--- src/rtl/cfg_serial_loader.sv ---
module cfg_serial_loader #(
  parameter int REF_W   = 14,
  parameter int MAIN_W  = 11,
  parameter int SWL_W   = 7,
  parameter int CTL_W   = 2,
  parameter int TST_W   = 2,
  parameter int WORD_W  = 23,
  parameter int MIN_DIV = 3,
  parameter int RST_REF = 3,
  parameter int RST_MAIN = 3,
  parameter int RST_SWL = 0
) (
  input  logic              clk,
  input  logic              rst,
  input  logic              ser_clk,
  input  logic              ser_data,
  input  logic              ser_le,
  output logic [REF_W-1:0]  tx_ref_ratio,
  output logic [TST_W-1:0]  tx_ref_test,
  output logic              tx_cp_sel,
  output logic [REF_W-1:0]  rx_ref_ratio,
  output logic [TST_W-1:0]  rx_ref_test,
  output logic              rx_cp_sel,
  output logic [MAIN_W-1:0] tx_main,
  output logic [SWL_W-1:0]  tx_swallow,
  output logic [MAIN_W-1:0] rx_main,
  output logic [SWL_W-1:0]  rx_swallow,
  output logic [3:0]        upd
);

  localparam int RATIO_LSB = CTL_W + TST_W;
  localparam int CP_POS    = RATIO_LSB + REF_W;
  localparam int SWL_LSB   = CTL_W;
  localparam int MAIN_LSB  = SWL_LSB + SWL_W;

  logic [2:0] ck_q, le_q;
  logic [1:0] dt_q;
  logic [WORD_W-1:0] sr;

  always_ff @(posedge clk) begin
    if (rst) begin
      ck_q <= '0;
      le_q <= '0;
      dt_q <= '0;
    end else begin
      ck_q <= {ck_q[1:0], ser_clk};
      le_q <= {le_q[1:0], ser_le};
      dt_q <= {dt_q[0], ser_data};
    end
  end

  wire shift_ev = ck_q[1] & ~ck_q[2];
  wire load_ev  = le_q[1] & ~le_q[2];

  always_ff @(posedge clk) begin
    if (rst) sr <= '0;
    else if (shift_ev) sr <= {sr[WORD_W-2:0], dt_q[1]};
  end

  wire [CTL_W-1:0]  sel      = sr[CTL_W-1:0];
  wire [REF_W-1:0]  w_ratio  = sr[CP_POS-1:RATIO_LSB];
  wire [TST_W-1:0]  w_test   = sr[RATIO_LSB-1:CTL_W];
  wire              w_cp     = sr[CP_POS];
  wire [SWL_W-1:0]  w_swl    = sr[MAIN_LSB-1:SWL_LSB];
  wire [MAIN_W-1:0] w_main   = sr[MAIN_LSB+MAIN_W-1:MAIN_LSB];
  wire ratio_ok = w_ratio >= REF_W'(MIN_DIV);
  wire na_ok    = (w_main >= MAIN_W'(MIN_DIV)) &&
                  ({{(MAIN_W-SWL_W){1'b0}}, w_swl} < w_main);

  logic [REF_W-1:0]  ref_q  [2];
  logic [TST_W-1:0]  tst_q  [2];
  logic              cp_q   [2];
  logic [MAIN_W-1:0] main_q [2];
  logic [SWL_W-1:0]  swl_q  [2];
  logic [3:0]        upd_q;

  for (genvar i = 0; i < 2; i++) begin : g_pair
    wire ld_ref = load_ev && ratio_ok && (sel == CTL_W'(i));
    wire ld_na  = load_ev && na_ok    && (sel == CTL_W'(i + 2));

    always_ff @(posedge clk) begin
      if (rst) begin
        ref_q[i]    <= REF_W'(RST_REF);
        tst_q[i]    <= '0;
        cp_q[i]     <= 1'b0;
        upd_q[i]    <= 1'b0;
      end else begin
        upd_q[i] <= ld_ref;
        if (ld_ref) begin
          ref_q[i] <= w_ratio;
          tst_q[i] <= w_test;
          cp_q[i]  <= w_cp;
        end
      end
    end

    always_ff @(posedge clk) begin
      if (rst) begin
        main_q[i]  <= MAIN_W'(RST_MAIN);
        swl_q[i]   <= SWL_W'(RST_SWL);
        upd_q[i+2] <= 1'b0;
      end else begin
        upd_q[i+2] <= ld_na;
        if (ld_na) begin
          main_q[i] <= w_main;
          swl_q[i]  <= w_swl;
        end
      end
    end

    AST_REF_FLOOR: assert property (@(posedge clk) disable iff (rst)
      ref_q[i] >= REF_W'(MIN_DIV));
    AST_NA_ORDER: assert property (@(posedge clk) disable iff (rst)
      (main_q[i] >= MAIN_W'(MIN_DIV)) && ({{(MAIN_W-SWL_W){1'b0}}, swl_q[i]} < main_q[i]));
    AST_REF_HOLD: assert property (@(posedge clk) disable iff (rst)
      !upd_q[i] |-> $stable({ref_q[i], tst_q[i], cp_q[i]}));
    AST_NA_HOLD: assert property (@(posedge clk) disable iff (rst)
      !upd_q[i+2] |-> $stable({main_q[i], swl_q[i]}));
  end

  AST_ONE_TARGET: assert property (@(posedge clk) disable iff (rst)
    $onehot0(upd_q));
  AST_STROBE_PULSE: assert property (@(posedge clk) disable iff (rst)
    |upd_q |=> ~|upd_q);

  assign tx_ref_ratio = ref_q[0];
  assign tx_ref_test  = tst_q[0];
  assign tx_cp_sel    = cp_q[0];
  assign rx_ref_ratio = ref_q[1];
  assign rx_ref_test  = tst_q[1];
  assign rx_cp_sel    = cp_q[1];
  assign tx_main      = main_q[0];
  assign tx_swallow   = swl_q[0];
  assign rx_main      = main_q[1];
  assign rx_swallow   = swl_q[1];
  assign upd          = upd_q;

endmodule

--- config.mk ---
export PLATFORM = sky130hd
export DESIGN_NAME = cfg_serial_loader
export DESIGN_NICKNAME = d
export VERILOG_FILES = /design/src/rtl/cfg_serial_loader.sv
export SDC_FILE = /design/constraint.sdc
export NUM_CORES = 1
export LEC_CHECK = 0
export ABC_AREA = 1
export BUFFER_PORTS_ARGS = -buffer_cell sky130_fd_sc_hd__buf_2
export CAP_MARGIN = 20
export CORE_ASPECT_RATIO = 1.1
export CORE_MARGIN = 4
export CORE_UTILIZATION = 50
export CTS_BUF_LIST = sky130_fd_sc_hd__clkbuf_4 sky130_fd_sc_hd__clkbuf_8 sky130_fd_sc_hd__clkbuf_16
export CTS_CLUSTER_DIAMETER = 60
export CTS_CLUSTER_SIZE = 28
export DETAILED_ROUTE_END_ITERATION = 6
export GPL_TIMING_DRIVEN = 0
export HOLD_SLACK_MARGIN = 0.08
export PLACE_DENSITY = 0.74
export SLEW_MARGIN = 20
export SYNTH_ARGS = -nofsm -noshare
export SYNTH_HDL_FRONTEND = slang
export SYNTH_SLANG_ARGS = --single-unit
--- constraint.sdc ---
create_clock -name clk -period 3.6 [get_ports clk]
set_input_delay 0.36 -clock clk [delete_from_list [all_inputs] [get_ports clk]]
set_output_delay 0.36 -clock clk [all_outputs]
set_load 0.05 [all_outputs]
==> results of run 1 <==
## synth_stat cells, types with 4 or more instances
library cell  number
dfxtp_1           32
nor2_1            78
a21oi_1           22
nor2_2             7
edfxtp_1          70
inv_1             38
ha_1               6
nand4_1            4
buf_2              6
clkbuf_1           4
nand2_1           32
o21ai_0           20
## routing by layer
metal,part of all wire,up-vias
met1,0.42,1236
met5,0,-
met3,0.051,13
met2,0.51,89
li1,-,1274
met4,0.019,0
## worst min path at each step
stage                     slack, ns      end  cells after the start
final                          0.19  le_q[0]                      3
after global routing           0.19  dt_q[0]                      3
after CTS                      0.17  dt_q[0]                      3
after detailed placement       0.40  ck_q[1]                      2
after global placement         0.39  dt_q[1]                      2
after floorplan                0.39  ck_q[1]                      2
## worst max-delay path: cells and delay by family (launching register included)
| kind | cells | cell delay [ns] |
|---|---|---|
| DFF | 1 | 0.33 |
| adders and majority gates | 1 | 0.30 |
| and+or+nand+nor | 8 | 1.16 |
| buffers and inverters | 2 | 0.26 |
## sequential cells by signal, indices dropped and copies added, names as in the netlist
| register | count |
|---|---|
| ck_q | 3 |
| cp_q | 2 |
| dt_q | 2 |
| le_q | 3 |
| main_q | 22 |
| ref_q | 28 |
| sr | 20 |
| swl_q | 14 |
| tst_q | 4 |
| upd | 4 |
## cell families (layout without fill, tap and decap cells)
kind of cell               Yosys count  in the layout
and+or+nand+nor                    131            131
buffers and inverters               53            146
AOI/OAI and AO/OA                   42             42
DFF                                102            102
adders and majority gates            6              6
## metrics by stage
step	total power (uW)	cell area, um^2	hold WS (ns)	cells	util
floorplan	1540	3830	0.388	334	-
global placement	1590	4350	0.388	516	0.582
detailed placement	1600	4350	0.396	516	0.582
CTS	2250	4530	0.170	532	0.607
global route	2320	4530	0.186	532	0.607
finish	2240	4530	0.185	532	0.607
## cell type report
cell class                      instances  area, um^2
Tap cell                              105         131
Sequential cell                       102        2740
Inverter                               41         154
Multi-Input combinational cell        179         871
Fill cell                             600        2940
Clock buffer                            9         124
Timing Repair Buffer                   77         385
Clock inverter                          7        58.8
Buffer                                 12        67.6
## power groups by stage
| stage | logic, uW | clock network [uW] | registers, uW |
|---|---|---|---|
| floorplan | 92.8 | 0 | 1440 |
| global placement | 255 | 0 | 1340 |
| detailed placement | 260 | 0 | 1340 |
| CTS | 261 | 674 | 1310 |
| global route | 280 | 722 | 1320 |
| finish | 259 | 667 | 1310 |
## layout by cell type (no fill, tap or decap)
cell       n
a21oi_1   22
buf_2     83
buf_6      2
clkbuf_1   4
clkbuf_8   9
clkinv_1   1
clkinv_4   4
dfxtp_1   32
edfxtp_1  70
ha_1       6
inv_1     38
inv_2      3
inv_6      1
inv_8      1
nand2_1   32
nand2_2    3
nand3_1    1
nand3_2    2
nand3_4    2
nand4_1    4
nor2_1    78
nor2_2     7
nor2_8     1
nor3_1     1
o21ai_0   20
==> results.json, run 1 <==
{
  "core_um2": 7470,
  "p_comb_frac": 0.116,
  "yosysTopAreaCell": "edfxtp_1",
  "fmax_mhz": 417,
  "syn-instance-count": 334,
  "portBuffers": 77,
  "vias": 2612,
  "cts.sinks": 102,
  "arrival_ns": 2.40,
  "finalNetCount": 433,
  "ir_drop_v": 0.000195,
  "cts_tree": "yes",
  "areaGrowthSynthToFinish_pct": 18.2,
  "crit_path_end": "main_q[1][0]",
  "grt_usage": 0.175,
  "hold_class": "in -> reg",
  "routed_via_density": 4.91,
  "fin_crit_ns": 2.40,
  "max_cap_viol_count": 0,
  "async_flop_share": 0,
  "cp_slowest_cell": "nand2_1",
  "skew_ns": 0.0119,
  "grt_pass1_vias": 2450,
  "synth_warnings": 0,
  "rsz0062_at_grt": "false",
  "cts-root-buf": "clkbuf_8",
  "synth_top_cell_area_share": 0.548,
  "tns_ns": 0,
  "drc": 0,
  "drt-wirelength-per-cell_um": 14.5,
  "worst_slew_pin_slew_ns": 0.773,
  "initial_utilization": 0.513,
  "top_usage_layer": "met2",
  "clockBufferDepth": 2,
  "period_share": 0.666,
  "clk_latency_ns": 0.37,
  "switching_share": 0.283,
  "grt_max_degree": 19,
  "grt_use_met3": 0.0367,
  "ant_nets": 0,
  "worstSetupEndpointType": "flip-flop",
  "synth_area_leaders": "edfxtp_1 (55%), dfxtp_1 (17%), nor2_1 (7.6%)",
  "clkTransAtPathRegs_ns": 0.10,
  "syn_area_um2": 3830,
  "finalSetupViolCount": 0,
  "synthFlopType": "edfxtp_1",
  "synth_fa_ha_area_frac": 0.0196,
  "grt_use_met2": 0.301,
  "h-tree-depth": 3,
  "worstSetupPathType": "reg -> reg",
  "synthSimpleGateAreaFrac": 0.153,
  "pwr-share-clk": 0.298,
  "gp_congestion": 0.819,
  "cts_setup_buffers": 0,
  "finalHoldViolCount": 0,
  "grt_pass1_wl_um": 12200,
  "cts_resized": 0,
  "syn_nets": 345,
  "reg2reg_slack_ns": 1.20,
  "ios": 79,
  "pwr_density_cell_nw_per_um2": 494,
  "min_from": "ser_le",
  "synth_compound_area_frac": 0.0548,
  "die_x_um": 91.5,
  "hpwl_um": 5440,
  "dr.pass1.iters": 5,
  "cp.required_ns": 3.60,
  "synth.area.mux_share": 0,
  "drv_slew": 0,
  "synth_edf_count": 70,
  "crit_start": "sr[15]",
  "power.internal_uw": 1600,
  "cts_buffers": 9,
  "die_y_um": 99.9,
  "first_iter_violations": 201,
  "synth_seq_area_share": 0.715,
  "wirelength_um": 7710,
  "p_seq_frac": 0.586,
  "synth-xor-area-share": 0,
  "drive_above_1_share": 0.276,
  "grt-ovfl-total": 0,
  "slew_headroom": 0.483,
  "synth_cell_type_count": 20,
  "p_switching_uw": 634,
  "outcome": "completed",
  "timing.rr.start": "sr[15]",
  "power_leakage_uw": 0.00185,
  "crit_fanout": 18,
  "synth-seq-cells": 102,
  "cpMostUsedCell": "nand2_1",
  "syn_area_per_cell_um2": 11.5,
  "ff2ff_path_depth": 11,
  "r2r-end": "main_q[1][0]",
  "hold_buffers": 0,
  "critPathLaunchType": "flip-flop",
  "cp_cell_sequence": "inv_1 -> ha_1 -> nand2_1 -> inv_1 -> nand2_1 -> nand2_1 -> nand2_1 -> nand2_2 -> nor2_8 -> nand2_1 -> nand2_1",
  "dp_slack_ns": 1.18,
  "row_count": 33,
  "setup_slack_ns": 1.20,
  "insertedDiodeCount": 0,
  "antenna_found_initial": 0,
  "cpPeakStageDelay_ns": 0.57,
  "met1_usage": 0.214,
  "die-area_um2": 9140,
  "synth_top_family_by_area": "simple AND/OR/NAND/NOR gates"
}
Power figures use the tool's default switching activity.
==> run 2: changes to the inputs <==
CORE_UTILIZATION = 49   (was 50)
PLACE_DENSITY = 0.75   (was 0.74)
clock period = 1.93 ns   (was 3.6 ns; I/O delays follow)
==> results.json, run 2 (synthesis gave the netlist of run 1 again) <==
{
  "total_power_uw": 4300,
  "h-tree-depth": 3,
  "clk_latency_ns": 0.38,
  "row_count": 33,
  "ff2ff_path_depth": 13,
  "die-area_um2": 9310,
  "timing.rr.start": "sr[15]",
  "cp.required_ns": 2.06,
  "areaGrowthSynthToFinish_pct": 31.2,
  "grt_max_degree": 19,
  "pwr_density_cell_nw_per_um2": 854,
  "cts-root-buf": "clkbuf_8",
  "finalNetCount": 463,
  "ant_nets": 0,
  "vias": 2879,
  "tns_ns": 0,
  "setup_slack_ns": 0.0621,
  "largest_register": "ref_q",
  "critPathLaunchType": "flip-flop",
  "dr.pass1.iters": 5,
  "top_regs": "ref_q (28), main_q (22), sr (20)",
  "drive_above_1_share": 0.400,
  "r2r-end": "main_q[1][7]",
  "first_iter_violations": 231,
  "core_um2": 7560,
  "ir_drop_v": 0.000357,
  "wirelength_um": 9240,
  "crit_path_end": "main_q[1][7]",
  "drv_slew": 0,
  "cts_tree": "yes",
  "gp_congestion": 0.801,
  "arrival_ns": 2.00,
  "crit_start": "sr[15]",
  "clockBufferDepth": 2,
  "fin_crit_ns": 1.87,
  "hpwl_um": 5550,
  "dp_slack_ns": -0.257,
  "reg2reg_slack_ns": 0.06,
  "insertedDiodeCount": 0,
  "regArea_um2": 2760,
  "largest_reg_flops": 28,
  "portBuffers": 77,
  "layout_commonest_cell": "buf_2",
  "outcome": "completed",
  "hold_class": "in -> reg",
  "worstSetupEndpointType": "flip-flop",
  "grt_usage": 0.188,
  "cts.sinks": 102,
  "max_cap_viol_count": 0,
  "clkTransAtPathRegs_ns": 0.10,
  "multi_input_area_um2": 1090,
  "antenna_found_initial": 0,
  "skew_ns": 0.0125,
  "crit_fanout": 10,
  "grt_pass1_wl_um": 13200,
  "slew_headroom": 0.554,
  "die_x_um": 92.4,
  "cts_buffers": 9,
  "ios": 79,
  "drc": 0,
  "min_from": "rst",
  "period_share": 0.968,
  "routed_via_density": 5.12,
  "power_leakage_uw": 0.00205,
  "fillers": 538,
  "fmax_mhz": 535,
  "die_y_um": 101,
  "worst_slew_pin_slew_ns": 0.667,
  "finalSetupViolCount": 0,
  "grt_pass1_vias": 2605,
  "worstSetupPathType": "reg -> reg",
  "layout_common_cells": "buf_2 (82), nor2_1 (72), edfxtp_1 (70)",
  "drt-wirelength-per-cell_um": 16.4,
  "initial_utilization": 0.508,
  "grt-ovfl-total": 0,
  "finalHoldViolCount": 0
}
-- run 2: changes by cell type in the layout (fill, tap and decap cells not counted), sizes merged --
cell	previous run	this run
clkinv	5	3
dlygate4sd3	0	3
clkinvlp	0	1
nand2	35	41
clkbuf	13	16
buf	85	104
-- run 2: power breakdown --
group          total (uW)  leakage [uW]  switching, uW  internal [uW]
Clock                1280     0.0000924            775            504
Combinational         565      0.000997            423            142
Sequential           2450      0.000961           45.0           2410
Total                4300       0.00205           1240           3060
-- run 2: critical path: stages (launching register included) --
cell,delay (ns)
dfxtp_4,0.39
inv_8,0.04
ha_4,0.27
nand2_2,0.05
inv_2,0.04
nand2_1,0.04
nor2_1,0.09
nand2_1,0.07
nand2_2,0.10
nor2_8,0.07
buf_4,0.15
nand3_4,0.09
buf_8,0.15
nor2_1,0.05
-- run 2: how the worst min path moves through the flow --
stage | end | slack [ns] | cells after the start
floorplan | ck_q[0] | 0.30 | 2
global placement | ck_q[1] | 0.39 | 2
detailed placement | le_q[1] | 0.40 | 2
CTS | ck_q[0] | 0.1 | 2
global route | dt_q[1] | 0.09 | 2
finish | le_q[1] | 0.1 | 2
-- run 2: cell type report --
| cell class | count | share of cell area |
|---|---|---|
| multi-input cells | 185 | 0.216 |
| inverters | 41 | 0.0361 |
| plain buffers | 12 | 0.0154 |
| clock inverters | 6 | 0.0107 |
| repair buffers | 101 | 0.121 |
| clock buffers | 10 | 0.0261 |
| well taps | 105 | 0.0261 |
| flip-flops and latches | 102 | 0.549 |
-- run 2: what timing repair did --
action | 4_1_cts | 5_1_grt
hold buffers | 3 | 0
setup endpoints to repair | 53 | 105
cloned | 6 | 1
pin swaps | 3 | 7
endpoints found under the hold margin | 3 | 0
resized for setup | 14 | 50
buffers inserted | 4 | 16
-- run 2: routing by layer --
layer  GRT usage  share of wire  vias to the layer above
met2       0.336           0.52                      131
li1            -              -                     1339
met5           0              0                        -
met4      0.0709          0.027                        0
met1       0.218           0.39                     1386
met3      0.0478          0.059                       23
-- run 2: stage by stage --
stage | instance area (um^2) | hold slack (ns) | util | std cells
2_1_floorplan | 3840 | 0.300 | - | 334
3_3_place_gp | 4360 | 0.389 | 0.577 | 516
3_5_place_dp | 4360 | 0.395 | 0.577 | 516
4_1_cts | 4680 | 0.0963 | 0.619 | 545
5_1_grt | 5030 | 0.0946 | 0.666 | 562
6_report | 5030 | 0.0951 | 0.666 | 562
==> run 3: changes to the inputs <==
MAX_ROUTING_LAYER = met4   (was default)
==> results.json, run 3 (synthesis gave the netlist of run 1 again) <==
{
  "outcome": "completed",
  "hold_class": "in -> reg",
  "switching_share": 0.290,
  "die_x_um": 92.4,
  "areaGrowthSynthToFinish_pct": 31.3,
  "drive_above_1_share": 0.403,
  "pwr-share-clk": 0.298,
  "max_cap_viol_count": 0,
  "critPathLaunchType": "flip-flop",
  "vias": 2862,
  "multi_input_area_um2": 1100,
  "largest_register": "ref_q",
  "grt_pass1_wl_um": 13200,
  "hpwl_um": 5550,
  "utilization": 0.666,
  "layout_common_cells": "buf_2 (82), nor2_1 (70), edfxtp_1 (70)",
  "cpPeakStageDelay_ns": 0.39,
  "slew_headroom": 0.561,
  "drc": 0,
  "cts.sinks": 102,
  "die_y_um": 101,
  "p_seq_frac": 0.571,
  "die-area_um2": 9310,
  "fmax_mhz": 525,
  "cp.required_ns": 2.17,
  "ios": 79,
  "grt-ovfl-total": 0,
  "row_count": 33,
  "largest_reg_flops": 28,
  "clockBufferDepth": 2,
  "cts-root-buf": "clkbuf_8",
  "h-tree-depth": 3,
  "fillers": 530,
  "rsz0062_at_grt": "true",
  "p_comb_frac": 0.130,
  "cpMostUsedCell": "nand2_2",
  "layout_commonest_cell": "buf_2",
  "pwr_density_cell_nw_per_um2": 853,
  "ir_drop_v": 0.000364,
  "ant_nets": 0,
  "worstSetupEndpointType": "flip-flop",
  "cts_tree": "yes",
  "routed_via_density": 5.12,
  "fin_crit_ns": 1.90,
  "cp_cell_sequence": "inv_8 -> ha_4 -> nand2_2 -> inv_2 -> nand2_2 -> nand2_1 -> nand2_1 -> nand2_2 -> nor2_8 -> nand3_4 -> clkbuf_16 -> nor2_4",
  "drv_slew": 0,
  "worst_slew_pin_slew_ns": 0.655,
  "antenna_found_initial": 0,
  "dr.pass1.iters": 5,
  "cpLargestDelayFamily": "simple AND/OR/NAND/NOR gates",
  "cts_buffers": 9,
  "crit_fanout": 8,
  "clkTransAtPathRegs_ns": 0.10,
  "period_share": 0.987,
  "portBuffers": 77,
  "finalSetupViolCount": 0,
  "place_area_um2": 4360,
  "p_switching_uw": 1250,
  "insertedDiodeCount": 0,
  "grt_usage": 0.194,
  "grt_pass1_vias": 2611,
  "power.internal_uw": 3050,
  "first_iter_violations": 244,
  "clk_latency_ns": 0.38,
  "grt_max_degree": 19,
  "skew_ns": 0.0157,
  "regArea_um2": 2770,
  "initial_utilization": 0.508,
  "wirelength_um": 9200,
  "cp_slowest_cell": "dfxtp_4",
  "top_regs": "ref_q (28), main_q (22), sr (20)",
  "drt-wirelength-per-cell_um": 16.4,
  "core_um2": 7560,
  "power_leakage_uw": 0.00204,
  "design_area_um2": 5030,
  "gp_congestion": 0.813,
  "path_buf_inv": 3,
  "worstSetupPathType": "reg -> reg",
  "arrival_ns": 2.14,
  "finalHoldViolCount": 0,
  "finalNetCount": 460
}
[run 3: cell types whose count changed in the layout (fill, tap and decap cells not counted), moves of 2 or more]
cell,delta
nor2_4,+4
buf_4,-2
nor2_1,-2
nor2_2,-2
[run 3: repair_timing]
| item | CTS | global route |
|---|---|---|
| gates cloned | 6 | 2 |
| pin swaps | 3 | 12 |
| endpoints found under the setup margin | 53 | 105 |
| hold buffers | 3 | 0 |
| resized for setup | 14 | 57 |
| setup buffers | 4 | 12 |
| hold endpoints to repair | 3 | 0 |
[run 3: per-stage QoR]
stage / power [uW] / cells / hold slack, ns / TNS, ns / setup slack [ns]
2_1_floorplan: 2870 / 334 / 0.300 / 0 / 0.0638
3_5_place_dp: 2980 / 516 / 0.395 / -9.82 / -0.257
5_1_grt: 4430 / 559 / 0.0976 / -0.841 / -0.0663
4_1_cts: 4230 / 545 / 0.0963 / 0 / 0.00422
3_3_place_gp: 2970 / 516 / 0.389 / -7.81 / -0.221
6_report: 4290 / 559 / 0.0944 / 0 / 0.0256
[run 3: cell type report]
cell class              count  share of cell area
multi-input cells         185               0.219
inverters                  41              0.0365
flip-flops and latches    102               0.549
clock inverters             6              0.0107
repair buffers             98               0.116
plain buffers              12              0.0154
clock buffers              10              0.0261
well taps                 105              0.0261
[run 3: worst paths after layout]
check,start,end,slack [ns],cells after the start
max reg2reg,sr[15],main_q[0][8],0.03,12
min,rst,ck_q[0],0.09,2
max,sr[15],main_q[0][8],0.03,12
min reg2reg,le_q[0],le_q[1],0.41,2
[run 3: power by group through the flow]
| stage | Combinational [uW] | Clock (uW) | Sequential, uW |
|---|---|---|---|
| 2_1_floorplan | 174 | 0 | 2690 |
| 3_3_place_gp | 476 | 0 | 2490 |
| 3_5_place_dp | 484 | 0 | 2500 |
| 4_1_cts | 507 | 1280 | 2450 |
| 5_1_grt | 597 | 1380 | 2460 |
| 6_report | 559 | 1280 | 2450 |
[run 3: layer usage]
| metal | part of all wire | routed length [um] | GRT usage |
|---|---|---|---|
| met5 | 0 | 0 | - |
| met1 | 0.38 | 3450 | 0.217 |
| met3 | 0.065 | 602 | 0.0478 |
| met4 | 0.016 | 150 | 0.0709 |
| met2 | 0.54 | 4990 | 0.336 |
